**config.mk**
```make
export PLATFORM = sky130hd
export DESIGN_NAME = addr_gen
export DESIGN_NICKNAME = d
export VERILOG_FILES = /design/src/rtl/eag_pkg.sv /design/src/rtl/eag_sext_add.sv /design/src/rtl/addr_gen.sv
export SDC_FILE = /design/constraint.sdc
export NUM_CORES = 1
export LEC_CHECK = 0
export ABC_AREA = 1
export BUFFER_PORTS_ARGS = -buffer_cell sky130_fd_sc_hd__buf_4
export CORE_MARGIN = 5
export CORE_UTILIZATION = 45
export DETAILED_ROUTE_END_ITERATION = 10
export GPL_TIMING_DRIVEN = 0
export PLACE_DENSITY = 0.84
export REMOVE_ABC_BUFFERS = 1
export SLEW_MARGIN = 20
export SYNTH_ARGS = -nofsm -noshare
export SYNTH_HDL_FRONTEND = slang
export SYNTH_SLANG_ARGS = --single-unit
```
**constraint.sdc**
```tcl
create_clock -name clk -period 2 [get_ports clk]
set_input_delay 0 -clock clk [delete_from_list [all_inputs] [get_ports clk]]
set_output_delay 0 -clock clk [all_outputs]
set_load 0.005 [all_outputs]
```
**src/rtl/eag_pkg.sv**
```systemverilog
package eag_pkg;
    typedef enum logic [2:0] {
        AM_IND = 3'd0,
        AM_EXT = 3'd1,
        AM_REL = 3'd2,
        AM_IDX = 3'd3,
        AM_IO  = 3'd4
    } amode_e;

    localparam int unsigned AM_LAST = 4;
endpackage

```
**src/rtl/eag_sext_add.sv**
```systemverilog
module eag_sext_add #(
    parameter int unsigned AW = 16,
    parameter int unsigned DW = 8
) (
    input  logic [AW-1:0] base,
    input  logic [DW-1:0] disp,
    output logic [AW-1:0] sum
);
    localparam int unsigned EXT_W = AW - DW;

    logic [AW-1:0] disp_ext;

    always_comb begin
        disp_ext = {{EXT_W{disp[DW-1]}}, disp};
        sum      = base + disp_ext;
    end
endmodule

```
**src/rtl/addr_gen.sv**
```systemverilog
module addr_gen
    import eag_pkg::*;
#(
    parameter int unsigned AW       = 16,
    parameter int unsigned DW       = 8,
    parameter int unsigned REL_BIAS = 2
) (
    input  logic          clk,
    input  logic          rst_n,
    input  logic          req_valid,
    input  logic [2:0]    mode,
    input  logic          idx_sel,
    input  logic [AW-1:0] pc,
    input  logic [AW-1:0] hl,
    input  logic [AW-1:0] ix,
    input  logic [AW-1:0] iy,
    input  logic [DW-1:0] acc,
    input  logic [DW-1:0] op_lo,
    input  logic [DW-1:0] op_hi,
    output logic [AW-1:0] ea_addr,
    output logic          mem_req,
    output logic          io_req,
    output logic          ea_valid,
    output logic          ea_err
);
    localparam int unsigned HI_W = AW - DW;

    typedef struct packed {
        logic [AW-1:0] addr;
        logic          mreq;
        logic          iorq;
        logic          valid;
        logic          err;
    } ea_st_t;

    ea_st_t st_d, st_q;

    logic [AW-1:0] rel_base, idx_base, rel_sum, idx_sum;

    always_comb begin
        rel_base = pc + AW'(REL_BIAS);
        idx_base = idx_sel ? iy : ix;
    end

    eag_sext_add #(.AW(AW), .DW(DW)) u_rel_add (
        .base(rel_base), .disp(op_lo), .sum(rel_sum)
    );

    eag_sext_add #(.AW(AW), .DW(DW)) u_idx_add (
        .base(idx_base), .disp(op_lo), .sum(idx_sum)
    );

    always_comb begin
        st_d = '0;
        if (req_valid) begin
            st_d.valid = 1'b1;
            st_d.mreq  = 1'b1;
            unique case (mode)
                AM_IND:  st_d.addr = hl;
                AM_EXT:  st_d.addr = {op_hi[HI_W-1:0], op_lo};
                AM_REL:  st_d.addr = rel_sum;
                AM_IDX:  st_d.addr = idx_sum;
                AM_IO: begin
                    st_d.addr = {acc[HI_W-1:0], op_lo};
                    st_d.mreq = 1'b0;
                    st_d.iorq = 1'b1;
                end
                default: begin
                    st_d.valid = 1'b0;
                    st_d.mreq  = 1'b0;
                    st_d.err   = 1'b1;
                end
            endcase
        end
    end

    always_ff @(posedge clk) begin
        if (!rst_n) st_q <= '0;
        else        st_q <= st_d;
    end

    assign ea_addr  = st_q.addr;
    assign mem_req  = st_q.mreq;
    assign io_req   = st_q.iorq;
    assign ea_valid = st_q.valid;
    assign ea_err   = st_q.err;

    p_one_strobe_r8: assert property (@(posedge clk) disable iff (!rst_n)
        ea_valid |-> $onehot({mem_req, io_req}));

    p_err_quiet_r9: assert property (@(posedge clk) disable iff (!rst_n)
        ea_err |-> (!mem_req && !io_req && !ea_valid));

    p_latency_r2: assert property (@(posedge clk) disable iff (!rst_n)
        (req_valid && mode <= 3'(AM_LAST)) |=> ea_valid);

    p_idle_r2: assert property (@(posedge clk) disable iff (!rst_n)
        !req_valid |=> (!ea_valid && !ea_err && !mem_req && !io_req));

    p_ext_r4: assert property (@(posedge clk) disable iff (!rst_n)
        (req_valid && mode == AM_EXT) |=> ea_addr == {$past(op_hi[HI_W-1:0]), $past(op_lo)});

    p_io_r7: assert property (@(posedge clk) disable iff (!rst_n)
        (req_valid && mode == AM_IO) |=> (io_req && !mem_req && ea_addr[DW-1:0] == $past(op_lo)));
endmodule

```
==> flow_summary.yaml <==
drt:
  via_count: 3712
  first_pass_iters: 6
  wire_per_inst_um: 13.0
  dr.first_iter.drc_count: 215
  ant_nets: 0
  via_per_inst: 5.03
  drc: 0
  drt-total-wl_um: 9580
clocking:
  htreeDepth: 1
  cts_tree: "built"
  numCtsBuffers: 3
  ctsLongestPathBuffers: 2
  cts.sinks: 20
  path_clk_slew_ns: 0.09
  ctsRootBufferMaster: "clkbuf_8"
yosys:
  syn_area_um2: 3140
  synth_compound_area_share_pct: 9.82
  yosys.area_share.simple_pct: 38.5
  netlist_instances: 529
  muxShareOfSynthArea_pct: 5.39
  syn_avg_cell_area_um2: 5.93
  synth_top_family_by_area: "simple AND/OR/NAND/NOR gates"
  synth_fa_ha_area_share_pct: 18.8
  yosys_warnings: 0
  ys_ff_latch: 20
  synth.distinct_cells: 32
  yosysSeqAreaShare_pct: 12.8
  synth_xor_area_share_pct: 0.838
sta:
  fin_crit_ns: 1.86
  drv_slew: 0
  rsz0062_at_grt: "false"
  slew_headroom_pct: 53.8
  max_freq_mhz: 537
  final-setup-viol-count: 0
  finalHoldViolCount: 0
  tightest_slew_ns: 0.692
  fin_ws_ns: 0.139
  period_share_pct: 93.0
  holdWs_ns: 0.0243
grt:
  antenna_found_initial: 0
  grt_usage_pct: 21.9
  overflow: 0
  grt_pass1_vias: 3469
  grt_pass1_wl_um: 15600
  grt_max_degree: 20
pwr:
  ir_worst_vdd_mv: 0.207
  power_density_nw_per_um2: 423
  power.leakage_nw: 2.48
  power_w: 0.00175
final_layout:
  final_cell_count_no_fill: 738
  final_nets: 784
  syn_to_final_growth_pct: 32.3
  drive_gt1_share_pct: 22.4
  antennaDiodeCount: 0
floorplan:
  fp.dieW_um: 93.5
  pin_count: 115
  core_um2: 6790
  fp.dieH_um: 93.5
  initial_core_util_pct: 46.2
  fp-row-count: 30
  die_area_um2: 8740
critical_path:
  worst_path_max_delay_cell: "fa_1"
  cpMostUsedCell: "nand2_1"
  crit_chain: "buf_8 > mux2_2 > ha_1 > fa_1 > nand2_1 > nand2_1 > nand3b_1 > nand2_2 > or2_2 > nand3_1 > nand3_1 > nand2_1 > inv_1"
  worst_setup_path_end_kind: "flop"
  start_kind: "input pin"
  crit_fanout: 17
  worstPathArrival_ns: 2.05
  required_ns: 2.19
  critPathMaxStageDelay_ns: 0.38
  criticalPathCategory: "input pin to flop"
place:
  place.gp.congestion: 0.950
  port_buffers: 114
  hpwl_um: 8020
  dp_cells: 733
  dp_slack_ns: -0.260
flow_run:
  cap_violations: 0
run_status:
  outcome: "finished, final reports clean"
hold_path:
  hold_class: "input pin to flop"
[kinds of logic (layout without fill, tap and decap cells)]
logic type               count (synthesis)  in the layout
AND/OR/NAND/NOR                        283            283
buffers and inverters                  112            225
AO/OA/AOI/OAI                           50             50
adder cells (fa/ha/maj)                 46             46
flip-flops                              20             20
multiplexers                            15             15
XOR/XNOR                                 3              3
[metrics by stage]
| step | util (%) | area [µm²] | setup TNS, ns |
|---|---|---|---|
| final | 61.1 | 4150 | 0 |
| after CTS | 60.9 | 4140 | 0 |
| after global routing | 61.1 | 4150 | 0 |
| after floorplan | - | 3100 | 0 |
| after detailed placement | 60.0 | 4070 | -0.803 |
| after global placement | 60.0 | 4070 | -0.531 |
[registers in the layout (all words and copies together), names as in the netlist]
register and flops:
ea_addr 16, ea_err 1, ea_valid 1, io_req 1, mem_req 1
[cell type report]
| cell class | count | area (µm²) |
|---|---|---|
| tap | 96 | 120 |
| timing repair buffer | 115 | 873 |
| multi-input combinational | 397 | 2300 |
| sequential | 20 | 400 |
| fill | 662 | 2650 |
| clock buffer | 4 | 55.1 |
| inverter | 106 | 398 |
[metal layers]
layer,global-route usage [%],part of all wire [%],up-vias,wire length [µm]
met5,0,0,-,0
met2,38.1,45,180,4340
li1,-,-,1918,-
met1,27.5,43,1594,4100
met3,2.74,9.3,20,895
met4,7.57,2.5,0,240
[Yosys cell counts]
| library cell | count | area share (%) |
|---|---|---|
| a21oi_1 | 22 | 3.5 |
| a221oi_1 | 9 | 2.5 |
| a22o_1 | 1 | 0.28 |
| a22oi_1 | 5 | 1.2 |
| a31oi_1 | 3 | 0.60 |
| a41oi_1 | 1 | 0.28 |
| and2_1 | 2 | 0.40 |
| buf_2 | 3 | 0.48 |
| buf_4 | 1 | 0.24 |
| buf_6 | 1 | 0.36 |
| clkbuf_1 | 1 | 0.12 |
| dfxtp_1 | 20 | 13 |
| fa_1 | 2 | 1.3 |
| ha_1 | 44 | 18 |
| inv_1 | 105 | 13 |
| inv_2 | 1 | 0.12 |
| mux2_2 | 15 | 5.4 |
| nand2_1 | 170 | 20 |
| nand2_2 | 1 | 0.20 |
| nand2_4 | 1 | 0.36 |
| nand3_1 | 51 | 8.1 |
| nand3_2 | 1 | 0.32 |
| nand3b_1 | 6 | 1.4 |
| nand4_1 | 5 | 1.0 |
| nor2_1 | 37 | 4.4 |
| nor2_2 | 1 | 0.20 |
| nor2_4 | 1 | 0.36 |
| nor3_1 | 3 | 0.48 |
| o21ai_0 | 9 | 1.4 |
| or2_2 | 4 | 0.80 |
| xnor2_1 | 2 | 0.56 |
| xor2_1 | 1 | 0.28 |
[layout by cell type (no fill, tap or decap), drive strengths merged, types with 9 or more instances in the layout]
cell type  Yosys  final
a221oi         9      9
buf            5    114
mux2          15     15
dfxtp         20     20
o21ai          9      9
nand2        172    172
nor2          39     39
a21oi         22     22
nand3         52     52
inv          106    106
ha            44     44
[worst max-delay path: cells and delay by family]
| family | cells | cell delay [ns] |
|---|---|---|
| simple gates | 8 | 0.90 |
| fa+ha+maj | 2 | 0.60 |
| mux | 1 | 0.36 |
| buf+inv | 2 | 0.18 |
[power breakdown]
part           internal (W)  switching [W]
sequential         0.000417     0.00000676
clock              0.000177       0.000180
combinational      0.000436       0.000537
total               0.00103       0.000724
[final timing paths]
path  slack (ns)  cells after the start         end     start
min         0.02                      3  ea_addr[0]  op_lo[0]
max         0.14                     13  ea_addr[6]   idx_sel
[repair_timing]
action / in CTS / in global routing
hold buffers: 1 / 0
setup buffers: 0 / 0
endpoints found under the hold margin: 2 / 0
endpoints found under the setup margin: 0 / 3
gates resized for setup: 0 / 3
No activity file was read; power rests on OpenSTA's default activity.
